--- config.mk ---
export PLATFORM = sky130hd
export DESIGN_NAME = bitclk_edge_recover
export DESIGN_NICKNAME = d
export VERILOG_FILES = /design/src/rtl/bce_pkg.sv /design/src/rtl/bce_sync.sv /design/src/rtl/bce_filter.sv /design/src/rtl/bce_place.sv /design/src/rtl/bitclk_edge_recover.sv
export SDC_FILE = /design/constraint.sdc
export NUM_CORES = 1
export LEC_CHECK = 0
export BUFFER_PORTS_ARGS = -buffer_cell sky130_fd_sc_hd__buf_2
export CAP_MARGIN = 20
export CORE_MARGIN = 3
export CORE_UTILIZATION = 60
export DETAILED_ROUTE_END_ITERATION = 12
export MAX_ROUTING_LAYER = met4
export PLACE_DENSITY = 0.78
export SLEW_MARGIN = 5
export SYNTH_ARGS = -nofsm -noshare
export SYNTH_HDL_FRONTEND = slang
export SYNTH_HIERARCHICAL = 1
export SYNTH_SLANG_ARGS = --single-unit
export TNS_END_PERCENT = 100
--- constraint.sdc ---
create_clock -name clk -period 15 [get_ports clk]
set_input_delay 3 -clock clk [delete_from_list [all_inputs] [get_ports clk]]
set_output_delay 3 -clock clk [all_outputs]
set_load 0.005 [all_outputs]
--- src/rtl/bce_pkg.sv ---
package bce_pkg;
  typedef enum logic {
    DIR_FALL = 1'b0,
    DIR_RISE = 1'b1
  } edge_dir_e;
endpackage

--- src/rtl/bce_sync.sv ---
module bce_sync #(
  parameter int STAGES = 2
) (
  input  logic clk,
  input  logic rst,
  input  logic d,
  output logic q
);
  logic [STAGES-1:0] chain;

  always_ff @(posedge clk) begin
    if (rst) chain <= '0;
    else     chain <= {chain[STAGES-2:0], d};
  end

  assign q = chain[STAGES-1];
endmodule

--- src/rtl/bce_filter.sv ---
module bce_filter #(
  parameter int CNT_W = 16
) (
  input  logic             clk,
  input  logic             rst,
  input  logic             din,
  input  logic [CNT_W-1:0] n_cfg,
  output logic             level,
  output logic             confirm,
  output logic             new_val
);
  logic [CNT_W-1:0] run_cnt;
  logic [CNT_W-1:0] n_eff;
  logic [CNT_W:0]   run_next;
  logic             differ;

  // a count of zero behaves as a count of one
  assign n_eff    = (n_cfg == '0) ? CNT_W'(1) : n_cfg;
  assign differ   = (din != level);
  assign run_next = {1'b0, run_cnt} + (CNT_W+1)'(1);
  assign confirm  = differ && (run_next >= {1'b0, n_eff});
  assign new_val  = din;

  always_ff @(posedge clk) begin
    if (rst) begin
      level   <= 1'b0;
      run_cnt <= '0;
    end else if (confirm) begin
      level   <= din;
      run_cnt <= '0;
    end else if (differ) begin
      run_cnt <= run_next[CNT_W-1:0];
    end else begin
      run_cnt <= '0;   // any reversion restarts the run
    end
  end
endmodule

--- src/rtl/bce_place.sv ---
module bce_place
  import bce_pkg::*;
#(
  parameter int CNT_W  = 16,
  parameter int STAGES = 2,
  parameter int DEPTH  = 4
) (
  input  logic             clk,
  input  logic             rst,
  input  logic             confirm,
  input  logic             new_val,
  input  logic [CNT_W-1:0] n_cfg,
  input  logic [CNT_W-1:0] delta_cfg,
  output logic             stb,
  output logic             stb_rise
);
  localparam int AW   = (DEPTH > 1) ? $clog2(DEPTH) : 1;
  localparam int TS_W = CNT_W + 1;
  localparam int EW   = CNT_W + 3;
  localparam logic signed [EW-1:0] ONE   = EW'(1);
  localparam logic signed [EW-1:0] ZERO  = '0;
  localparam logic signed [EW-1:0] SYNCS = EW'(STAGES);

  logic [CNT_W-1:0]     n_eff;
  logic signed [EW-1:0] total_s;
  logic signed [EW-1:0] spent_s;
  logic signed [EW-1:0] wait_s;
  logic                 wait_zero;
  logic [TS_W-1:0]      wait_u;

  logic [TS_W-1:0]      now_ts;
  logic [TS_W:0]        pend_mem [DEPTH];
  logic [AW:0]          wptr;
  logic [AW:0]          rptr;
  logic                 empty;
  logic                 full;
  logic [TS_W:0]        head;
  logic                 pop;
  logic                 push;
  logic                 now_hit;
  edge_dir_e            dir_in;

  // remaining wait = (N + sync + 1 + delta) - (Neff + sync), clamped at zero
  assign n_eff     = (n_cfg == '0) ? CNT_W'(1) : n_cfg;
  assign total_s   = $signed({3'b000, n_cfg}) + SYNCS + ONE
                   + $signed({{3{delta_cfg[CNT_W-1]}}, delta_cfg});
  assign spent_s   = $signed({3'b000, n_eff}) + SYNCS;
  assign wait_s    = total_s - spent_s;
  assign wait_zero = (wait_s <= ZERO);
  assign wait_u    = wait_zero ? '0 : wait_s[TS_W-1:0];

  assign dir_in  = edge_dir_e'(new_val);
  assign empty   = (wptr == rptr);
  assign full    = (wptr[AW] != rptr[AW]) && (wptr[AW-1:0] == rptr[AW-1:0]);
  assign head    = pend_mem[rptr[AW-1:0]];
  assign now_hit = (head[TS_W-1:0] == now_ts);
  assign pop     = !empty && now_hit;
  assign push    = confirm && !wait_zero && !full;

  // storage without reset so it maps onto plain RAM
  always_ff @(posedge clk) begin
    if (push) pend_mem[wptr[AW-1:0]] <= {dir_in, now_ts + wait_u};
  end

  always_ff @(posedge clk) begin
    if (rst) begin
      now_ts   <= '0;
      wptr     <= '0;
      rptr     <= '0;
      stb      <= 1'b0;
      stb_rise <= 1'b0;
    end else begin
      now_ts <= now_ts + TS_W'(1);
      if (push) wptr <= wptr + (AW+1)'(1);
      if (pop)  rptr <= rptr + (AW+1)'(1);
      if (confirm && wait_zero) begin
        stb      <= 1'b1;
        stb_rise <= new_val;
      end else if (pop) begin
        stb      <= 1'b1;
        stb_rise <= head[TS_W];
      end else begin
        stb      <= 1'b0;
        stb_rise <= 1'b0;
      end
    end
  end
endmodule

--- src/rtl/bitclk_edge_recover.sv ---
module bitclk_edge_recover #(
  parameter int CNT_W       = 16,
  parameter int SYNC_STAGES = 2,
  parameter int PEND_DEPTH  = 4
) (
  input  logic             clk,
  input  logic             rst,
  input  logic             bclk_in,
  input  logic [CNT_W-1:0] samp_count,
  input  logic [CNT_W-1:0] samp_delta,
  output logic             bclk_level,
  output logic             edge_stb,
  output logic             edge_rise
);
  logic sync_q;
  logic confirm;
  logic new_val;

  bce_sync #(.STAGES(SYNC_STAGES)) u_sync (
    .clk (clk),
    .rst (rst),
    .d   (bclk_in),
    .q   (sync_q)
  );

  bce_filter #(.CNT_W(CNT_W)) u_filter (
    .clk     (clk),
    .rst     (rst),
    .din     (sync_q),
    .n_cfg   (samp_count),
    .level   (bclk_level),
    .confirm (confirm),
    .new_val (new_val)
  );

  bce_place #(.CNT_W(CNT_W), .STAGES(SYNC_STAGES), .DEPTH(PEND_DEPTH)) u_place (
    .clk       (clk),
    .rst       (rst),
    .confirm   (confirm),
    .new_val   (new_val),
    .n_cfg     (samp_count),
    .delta_cfg (samp_delta),
    .stb       (edge_stb),
    .stb_rise  (edge_rise)
  );
endmodule

# After elaboration in Yosys (flattened, before gate mapping)
# Memories as Yosys holds them, arrays and structs flattened. A register that Yosys moved wholly into a read port is not among the register bits.
# Index checks and enable logic that the tools add are counted.
# totals
register_bits,44
mem_bits_rw,72
in_bits,35
output_inout_bits,3
word_cells,48
mem_count,1
# mem_list
memory,depth,word_bits,rd,rd_ports_with_merged_regs,wr,line_no,source
u_place.pend_mem,4,18,1,1,1,bce_place.sv:32,logic [TS_W:0] pend_mem [DEPTH];
# classes
add_sub_neg,10
magnitude_cmp,2
eq_ne,5
mux,10
bitwise,1
reduce_logical,11
# ops
op,count
"16-bit by 2-bit adder with 17-bit output, second input constant",2
19-bit by 16-bit adder with 19-bit output,1
"19-bit by 2-bit adder with 19-bit output, second input constant",1
"19-bit by 1-bit <= comparator with 1-bit output, second input constant",1
19-bit subtractor,1
"16-bit by 1-bit adder with 17-bit output, second input constant",1
"17-bit by 1-bit adder with 17-bit output, second input constant",1
17-bit adder,1
17-bit equality test,1
17-bit by 16-bit greater-or-equal comparator with 1-bit output,1
17-bit two-way mux,1
16-bit zero test,1
16-bit two-way mux,1
"3-bit by 1-bit adder with 3-bit output, second input constant",2
1-bit logical AND,6
1-bit two-way mux,6
2-bit two-way mux,2
3-bit equality test,1
1-bit zero test,3
3-bit OR reduction,1
2-bit equality test,1
1-bit inequality test,2
1-bit inverter,1

# Depth between registers and ports, before layout
# Gate-level depths: netlist (run 1).
# logic_depth
depth_word,10
ltp_mapped,31
ltp_nobuf,29

# Cells and area by module
# Netlist (run 1), hierarchy kept.
# by_module_without_submodules
mod,instances,cells_per_inst,area_each_um2,seq_area_each_um2
bce_place,1,654,6967.9,2702.6
bce_filter,1,146,1263.7,340.3
bce_sync,1,4,52.6,40.0

# Worst setup path before layout (run 1)
# No wires, ideal clock.
# synth_path
kind,input -> register
start,in samp_count[3]
end,mem u_place/pend_mem[0][16] (netlist bit) (data pin)
t_arrival_ns,8.864
slack_ns,5.864
cell_stages,30
cell_sequence,clkbuf_1 > nor4b_1 > nand4_1 > and2_1 > ha_1 > nand2_1 > nor2_1 > nand2_1 > xor2_1 > fa_1 > ha_1 > buf_2 > o21ai_0 > a211oi_1 > o211ai_1 > nand3_1 > a21oi_1 > buf_2 > buf_1 > nor2_1 > fa_1 > a211oi_1 > o21bai_1 > a31oi_1 > o21ai_1 > or4_1 > a31o_1 > a21oi_1 > o21ai_1 > xnor2_1
# synth_between
elab_chain_cells,7
word_cells_on_any_way,10
cone_classes,6 x add/sub; 1 x order compare; 2 x mux; 1 x reduce/logical
# synth_rtl
element,line_no,source
start: declaration,bitclk_edge_recover.sv:9,"input logic [CNT_W-1:0] samp_count,"
16-bit by 2-bit adder with 17-bit output or 16-bit zero test (tied branches),"bce_place.sv:45, bce_place.sv:44",
19-bit by 2-bit adder with 19-bit output or 16-bit two-way mux (tied branches),"bce_place.sv:45, bce_place.sv:44",
19-bit by 16-bit adder with 19-bit output or 16-bit by 2-bit adder with 17-bit output (tied branches),"bce_place.sv:46, bce_place.sv:47",
19-bit subtractor *,bce_place.sv:48,assign wait_s = total_s - spent_s;
19-bit by 1-bit <= comparator with 1-bit output,bce_place.sv:49,assign wait_zero = (wait_s <= ZERO);
17-bit two-way mux *,bce_place.sv:50,assign wait_u = wait_zero ? '0 : wait_s[TS_W-1:0];
17-bit adder *,bce_place.sv:62,"if (push) pend_mem[wptr[AW-1:0]] <= {dir_in, now_ts + wait_u};"
end: declaration,bce_place.sv:32,
# Mark *: on every way between the ends. The rest lies on a longest branch, timed or not.

# Worst setup path after layout (run 1)
# layout_path
start,in samp_count[0]
end,mem u_place/pend_mem[2][16] (netlist bit) (data pin)
# The elaborated chain is that of the path after synthesis.

==> results of run 1 <==
-- registers in the layout, indices dropped and copies added (netlist names), named ones only --
signal / flops
u_place/pend_mem: 72
u_place/now_ts: 17
u_filter/run_cnt: 16
u_place/rptr: 3
u_place/wptr: 3
u_sync/chain: 2
u_filter/level: 1
u_place/stb: 1
u_place/stb_rise: 1
-- cells in the mapped netlist, types with 8 or more instances --
cell,count,share of area [%]
nand4_1,20,1.5
clkbuf_1,14,0.63
o21ai_0,19,1.1
nor2_1,75,3.4
xnor2_1,58,6.1
nor2b_1,27,2.0
nand3_1,28,1.7
edfxtp_1,72,26
ha_1,59,8.9
dfxtp_1,46,11
nand2b_1,8,0.60
inv_1,57,2.6
a21oi_1,28,1.7
xor2_1,43,4.5
and3_1,8,0.60
nor3_1,14,0.85
nand2_1,43,1.9
fa_1,18,4.3
and2_1,8,0.60
mux4_2,18,4.9
-- power by group through the flow --
| stage | logic, mW | registers [mW] | clock network (mW) |
|---|---|---|---|
| final | 0.267 | 0.363 | 0.390 |
| after global routing | 0.298 | 0.363 | 0.411 |
| after CTS | 0.265 | 0.363 | 0.395 |
| after detailed placement | 0.262 | 0.370 | 0 |
| after global placement | 0.253 | 0.370 | 0 |
| after floorplan | 0.203 | 0.369 | 0 |
-- logic make-up after synthesis --
kind of cell | Yosys count | share of synthesized area [%]
multiplexers | 25 | 5.770
AO/OA/AOI/OAI | 121 | 10.63
XOR/XNOR | 101 | 10.68
buffers and inverters | 87 | 4.425
flip-flops | 118 | 37.21
adder cells (fa/ha/maj) | 77 | 13.26
AND/OR/NAND/NOR | 275 | 18.02
-- layer usage --
layer | share of wire (%) | GRT usage [%]
met1 | 43 | 32.45
met2 | 49 | 44.10
met5 | 0 | -
met3 | 4.4 | 4.941
met4 | 3.1 | 10.31
-- metrics by stage --
step	std cells	worst slack, ps
CTS	1023	5475
floorplan	804	5864
finish	1023	5430
detailed placement	991	5092
global route	1023	4794
global placement	991	5397
-- cell type report --
| type | count | area, um^2 | area share [%] |
|---|---|---|---|
| inverter | 58 | 217.7 | 2.381 |
| tap | 176 | 220.2 | 2.408 |
| clock inverter | 14 | 151.4 | 1.656 |
| timing repair buffer | 40 | 207.7 | 2.271 |
| sequential | 118 | 3083 | 33.72 |
| multi-input combinational | 599 | 4835 | 52.87 |
| clock buffer | 18 | 429.2 | 4.693 |
-- path summary, 6_finish.rpt --
check	start	endpoint	cells after the start
max	samp_count[0]	u_place/pend_mem[2][16]	31
min	u_sync/chain[0]	u_sync/chain[1]	1
max reg2reg	u_filter/run_cnt[2]	u_place/pend_mem[1][14]	11
min reg2reg	u_sync/chain[0]	u_sync/chain[1]	1
-- worst max-delay path: cells and delay by family --
kind	cells	cell delay, ps
and+or+nand+nor	10	1610
AOI/OAI and AO/OA	10	2110
adders and majority gates	6	2050
buffers and inverters	3	530
xor gates and xnor gates	2	490
==> results.yml, run 1 <==
outcome:
  outcome: "completed"
sta:
  whs_ps: 452.0
  rsz0062_at_grt: "no"
  fin_skew_ps: 8.209
  worstMarginPinSlew_ps: 1064
  fin_crit_sh_pct: 63.80
  min_period_ps: 9570
  hold_viol: 0
  clock.fmax_mhz: 104.5
  setup_viol: 0
  max_slew_margin_pct: 29.08
  drv_slew: 0
  setup_tns_ps: 0
worst_setup_path:
  slowest_delay_ps: 480
  endpoint_kind: "flip-flop"
  worstPathRequired_ps: 15210
  cp.arrival_ps: 9780
  crit_type: "input port to flip-flop"
  crit_path_frequent_cell: "ha_1"
  critPathMaxFanout: 20
  crit_slowest_cell: "fa_1"
  critPathLaunchType: "input port"
  r2r_slack_ps: 10430
route:
  first_iter_violations: 486
  drc: 0
  drt-total-wl_um: 18540
  final_antenna_net_count: 0
  vias_per_cell: 5.955
  dr.pass1.iters: 5
  vias: 6092
  route.detailed.wl_per_inst_um: 18.12
global_route:
  grt_pass1_wl_um: 30480
  grt_max_degree: 35
  antenna_found_initial: 0
  grt-ovfl-total: 0
  grt_pass1_vias: 6205
  track_usage_pct: 26.63
synthesis:
  ys_seq_elements: 118
  synth_cell_types: 77
  syn_inst: 804
  synth_nets: 916
  synth_ff_type: "edfxtp_1"
  yosysSeqAreaShare_pct: 37.21
  synth-edff-count: 72
  netlist_area_um2: 8284
  avgSynthCellArea_um2: 10.30
  ys_async_sr_fraction_pct: 0
  synth_warnings: 6
power_and_ir_drop:
  leakage_nw: 3.620
  switching_share_pct: 30.55
  total_power_mw: 1.020
  vdd_drop_max_mv: 0.07370
  power_density_nw_per_um2: 111.6
  p_int_mw: 0.7086
  switchingPower_mw: 0.3118
  pwr-share-comb_pct: 26.1
  p_clk_share_pct: 38.2
  seqPwrFrac_pct: 35.6
floorplan:
  die_y_um: 123.5
  num_io_pins: 38
  rows: 42
  die-area_um2: 15250
  initial_core_util_pct: 62.06
  core_um2: 13350
  die_x_um: 123.5
worst_hold_path:
  min_path_type: "flip-flop to flip-flop"
clock_network:
  cts_tree: "built"
  cts_hold_buf: 0
  root_buffer: "clkbuf_16"
  htree_num_levels: 4
  cts_buffers: 17
  clkSinkCount: 118
  path_clk_slew_ps: 50
  clkLatencyLatePin_ps: 410
  clock_path_buffers: 2
  post-cts-setup-buffer-count: 0
  cts_resized: 0
finish:
  nets: 946
  final_common_cell: "nor2_1"
  final_util_pct: 68.50
  fillCellCount: 1049
  diodes: 0
  design_area_um2: 9144
  mostFrequentLayoutCells: "nor2_1, edfxtp_1, ha_1"
  post_route_cells_drive_above_1_share_pct: 14.05
  area_growth_pct: 10.38
place:
  dpl.hpwl_um: 13750
  gp_congestion: 0.9127
  postPlaceCellArea_um2: 8563
  io_buffers: 37
job:
  maxCapViolCount: 0
Power figures use the tool's default switching activity.
==> inputs of run 2 (changes only) <==
==> constraint.sdc (replaced) <==
create_clock -name clk -period 8.91 [get_ports clk]
set_input_delay 1.782 -clock clk [delete_from_list [all_inputs] [get_ports clk]]
set_output_delay 1.782 -clock clk [all_outputs]
set_load 0.005 [all_outputs]
==> run 2 against run 1 <==
Register-to-register slack lost 6100 ps. Hold slack gained 2.8 ps. Critical path depth is the same. First-iteration DRC count shrank 7.4%. Via count shrank 1.6%. Clock power grew 68%. Global-route usage shrank 0.76 points. Highest routed layer unchanged. Sequential cell count is the same. Sequential share of layout area is essentially flat. Setup slack lost 4800 ps. Largest power group unchanged.
==> results.yml, run 2 (synthesis results as in run 1) <==
outcome:
  outcome: "completed"
clock_network:
  post-cts-setup-buffer-count: 0
  cts_buffers: 17
  path_clk_slew_ps: 50
  cts_resized: 0
  cts_tree: "built"
  clock_path_buffers: 2
  clkLatencyLatePin_ps: 410
  htree_num_levels: 4
  cts_hold_buf: 0
  clkSinkCount: 118
  root_buffer: "clkbuf_16"
floorplan:
  rows: 42
  die_x_um: 123.5
  num_io_pins: 38
  initial_core_util_pct: 62.06
  core_um2: 13350
  die-area_um2: 15250
  die_y_um: 123.5
global_route:
  grt-ovfl-total: 0
  antenna_found_initial: 0
  track_usage_pct: 25.88
  grt_pass1_vias: 5892
  grt_max_degree: 35
  grt_pass1_wl_um: 29570
sta:
  layout_setup_ws_ps: 669.7
  hold_viol: 0
  setup_viol: 0
  max_slew_margin_pct: 29.46
  worstMarginPinSlew_ps: 1058
  fin_skew_ps: 7.500
  rsz0062_at_grt: "no"
  clock.fmax_mhz: 121.4
  min_period_ps: 8240
  fin_crit_sh_pct: 92.48
  setup_tns_ps: 0
  drv_slew: 0
route:
  vias: 5997
  first_iter_violations: 450
  drc: 0
  drt-total-wl_um: 18180
  dr.pass1.iters: 5
  final_antenna_net_count: 0
  vias_per_cell: 5.862
  route.detailed.wl_per_inst_um: 17.77
finish:
  multi_input_area_um2: 4835
  diodes: 0
  largest_reg_flops: 72
  area_growth_pct: 10.33
  final_common_cell: "nor2_1"
  mostFrequentLayoutCells: "nor2_1, edfxtp_1, ha_1"
  fin_cells: 1023
  nets: 946
  regArea_um2: 3083
  post_route_cells_drive_above_1_share_pct: 13.93
  design_area_um2: 9140
  fillCellCount: 980
place:
  io_buffers: 37
  gp_congestion: 0.9484
  dpl.hpwl_um: 13350
  pre_cts_ws_ps: 257.9
  postPlaceCellArea_um2: 8563
  post-place-cells: 991
worst_setup_path:
  crit_path_frequent_cell: "ha_1"
  crit_type: "input port to flip-flop"
  endpoint_kind: "flip-flop"
  slowest_delay_ps: 470
  critPathMaxFanout: 20
  critPathLaunchType: "input port"
  worstPathRequired_ps: 9120
  r2r_slack_ps: 4300
  cp.arrival_ps: 8450
  crit_slowest_cell: "ha_1"
power_and_ir_drop:
  power_density_nw_per_um2: 186.9
  leakage_nw: 3.607
  total_power_mw: 1.709
  vdd_drop_max_mv: 0.1173
worst_hold_path:
  min_path_type: "flip-flop to flip-flop"
job:
  maxCapViolCount: 0
run 2: cell count changes in the layout (fill, tap and decap cells not counted), sizes merged:
cell,previous run,this run
clkbuf,18,20
clkinv,8,5
clkinvlp,1,4
inv,61,59
run 2: routing by layer:
metal  part of all wire [%]  wire (um)  vias to the layer above  global-route usage [%]
met5                      0          0                        -                       -
met4                    1.8        329                        0                   7.751
met3                    4.8        876                       26                   4.712
met2                     50       9077                      172                   43.29
met1                     43       7897                     2862                   32.17
li1                       -          -                     2937                       -
run 2: worst paths after layout:
path | startpoint | depth (start not counted) | to
hold / removal | u_sync/chain[0] | 1 | u_sync/chain[1]
hold reg to reg | u_sync/chain[0] | 1 | u_sync/chain[1]
setup reg to reg | u_filter/run_cnt[2] | 11 | u_place/pend_mem[1][16]
setup / recovery | samp_count[0] | 31 | u_place/pend_mem[3][16]
run 2: worst max-delay path, delay by kind of cell:
kind	cells	cell delay [ps]
xor gates and xnor gates	2	470
adders and majority gates	6	2020
buffers and inverters	3	510
AOI/OAI and AO/OA	10	2040
and+or+nand+nor	10	1600
run 2: power by group:
| group | switching, mW | internal, mW |
|---|---|---|
| Combinational | 0.272 | 0.170 |
| Clock | 0.237 | 0.418 |
| Sequential | 0.00285 | 0.609 |
run 2: final cells by class:
type | count | area share (%)
clock buffer | 20 | 4.887
sequential | 118 | 33.73
tap | 176 | 2.409
inverter | 58 | 2.382
clock inverter | 12 | 1.424
timing repair buffer | 40 | 2.272
multi-input combinational | 599 | 52.90
run 2: per-stage QoR:
stage,utilization [%],hold WS (ps)
finish,68.48,454.8
floorplan,-,413.8
CTS,68.48,456.5
detailed placement,64.15,446.2
global route,68.48,457.9
global placement,64.15,420.4
==> inputs of run 3 (changes only) <==
--- a/config.mk
+++ b/config.mk
@@ -12,6 +12,7 @@
 export DETAILED_ROUTE_END_ITERATION = 12
 export MAX_ROUTING_LAYER = met4
 export PLACE_DENSITY = 0.78
+export RECOVER_POWER = 25
 export SLEW_MARGIN = 5
 export SYNTH_ARGS = -nofsm -noshare
 export SYNTH_HDL_FRONTEND = slang
==> run 3 against run 2 <==
The flow now finishes with violations (max-capacitance violations). Highest routed layer unchanged. Die area is the same. Count of clock-buffer cells in the layout is the same. Global-route usage is the same. Sequential power is essentially flat. Non-clock buffer count is the same. Clock skew is essentially flat. Utilization shrank 0.075 points. Cell count is the same. Register-to-register slack lost 50 ps. Power is essentially flat. First-iteration DRC count grew 4.4%.
==> results.yml, run 3 (synthesis results as in run 1) <==
outcome:
  outcome: "finished with violations"
  violations: "max-capacitance violations"
clock_network:
  clock_path_buffers: 2
  cts_resized: 0
  clkSinkCount: 118
  htree_num_levels: 4
  cts_tree: "built"
  cts_buffers: 17
  clkLatencyLatePin_ps: 410
  root_buffer: "clkbuf_16"
  path_clk_slew_ps: 50
  cts_hold_buf: 0
  post-cts-setup-buffer-count: 0
power_and_ir_drop:
  power_density_nw_per_um2: 187.2
  p_clk_share_pct: 38.3
  pwr-share-comb_pct: 25.9
  switching_share_pct: 30.02
  seqPwrFrac_pct: 35.8
  vdd_drop_max_mv: 0.1173
  switchingPower_mw: 0.5131
  p_int_mw: 1.196
  leakage_nw: 3.597
floorplan:
  rows: 42
  initial_core_util_pct: 62.06
  die-area_um2: 15250
  num_io_pins: 38
  core_um2: 13350
  die_x_um: 123.5
  die_y_um: 123.5
finish:
  diodes: 0
  regArea_um2: 3083
  fillCellCount: 983
  largest_reg_flops: 72
  design_area_um2: 9130
  post_route_cells_drive_above_1_share_pct: 13.46
  mostFrequentLayoutCells: "nor2_1, edfxtp_1, ha_1"
  final_common_cell: "nor2_1"
  nets: 946
  area_growth_pct: 10.21
  multi_input_area_um2: 4828
worst_setup_path:
  crit_type: "input port to flip-flop"
  critPathMaxFanout: 20
  crit_slowest_cell: "ha_1"
  crit_path_frequent_cell: "ha_1"
  slowest_delay_ps: 460
  cp.arrival_ps: 8460
  endpoint_kind: "flip-flop"
  worstPathRequired_ps: 9120
  critPathLaunchType: "input port"
place:
  io_buffers: 37
  gp_congestion: 0.9484
  dpl.hpwl_um: 13350
  postPlaceCellArea_um2: 8563
  pre_cts_ws_ps: 257.9
global_route:
  grt_pass1_wl_um: 29570
  grt_pass1_vias: 5892
  grt_max_degree: 35
  track_usage_pct: 25.88
  grt-ovfl-total: 0
  antenna_found_initial: 0
worst_hold_path:
  min_path_type: "flip-flop to flip-flop"
sta:
  drv_slew: 0
  max_slew_margin_pct: 0.3552
  clock.fmax_mhz: 121.2
  setup_tns_ps: 0
  fin_skew_ps: 7.969
  min_period_ps: 8254
  layout_setup_ws_ps: 655.7
  setup_viol: 0
  hold_viol: 0
  fin_crit_sh_pct: 92.64
  rsz0062_at_grt: "no"
  worstMarginPinSlew_ps: 1495
route:
  drc: 0
  dr.pass1.iters: 5
  vias: 6006
  route.detailed.wl_per_inst_um: 17.81
  drt-total-wl_um: 18220
  vias_per_cell: 5.871
  first_iter_violations: 470
  final_antenna_net_count: 0
job:
  maxCapViolCount: 1
-- run 3: cell types whose count changed in the layout (fill, tap and decap cells not counted), sizes merged --
cell    delta
clkbuf     +3
buf        -3
-- run 3: cell type report --
type,instances,area share [%]
Clock buffer,20,4.892
Clock inverter,12,1.425
Inverter,58,2.385
Multi-Input combinational cell,599,52.88
Sequential cell,118,33.77
Tap cell,176,2.412
Timing Repair Buffer,40,2.234
-- run 3: power groups by stage --
| stage | combinational [mW] | clock [mW] | sequential (mW) |
|---|---|---|---|
| floorplan | 0.341 | 0 | 0.622 |
| global placement | 0.425 | 0 | 0.623 |
| detailed placement | 0.438 | 0 | 0.623 |
| CTS | 0.441 | 0.663 | 0.612 |
| global route | 0.494 | 0.685 | 0.612 |
| finish | 0.442 | 0.655 | 0.612 |
-- run 3: final timing paths --
path                  startpoint                 endpoint  slack (ps)  cells after the start
min reg2reg      u_sync/chain[0]          u_sync/chain[1]         450                      1
max reg2reg  u_filter/run_cnt[2]  u_place/pend_mem[1][16]        4250                     11
min              u_sync/chain[0]          u_sync/chain[1]         450                      1
max                samp_count[0]  u_place/pend_mem[3][16]         660                     31
-- run 3: critical path, delay by kind of cell --
kind	cells	cell delay [ps]
AOI/OAI and AO/OA	10	2050
adders and majority gates	6	2010
buffers and inverters	3	510
and+or+nand+nor	10	1620
xor gates and xnor gates	2	480
-- run 3: per-stage QoR --
step	hold slack [ps]	total power [mW]	std cells	utilization [%]
final	455.0	1.709	1023	68.40
after floorplan	413.8	0.9631	804	-
after CTS	456.5	1.716	1023	68.48
after global placement	420.4	1.048	991	64.15
after global routing	457.9	1.791	1023	68.40
after detailed placement	446.2	1.061	991	64.15
-- run 3: routing by layer --
metal  global-route usage, %  wire, um  part of all wire (%)
met5                       -         0                     0
met4                   7.751       314                   1.7
met3                   4.712       779                   4.3
met2                   43.29      9085                    50
met1                   32.17      8038                    44
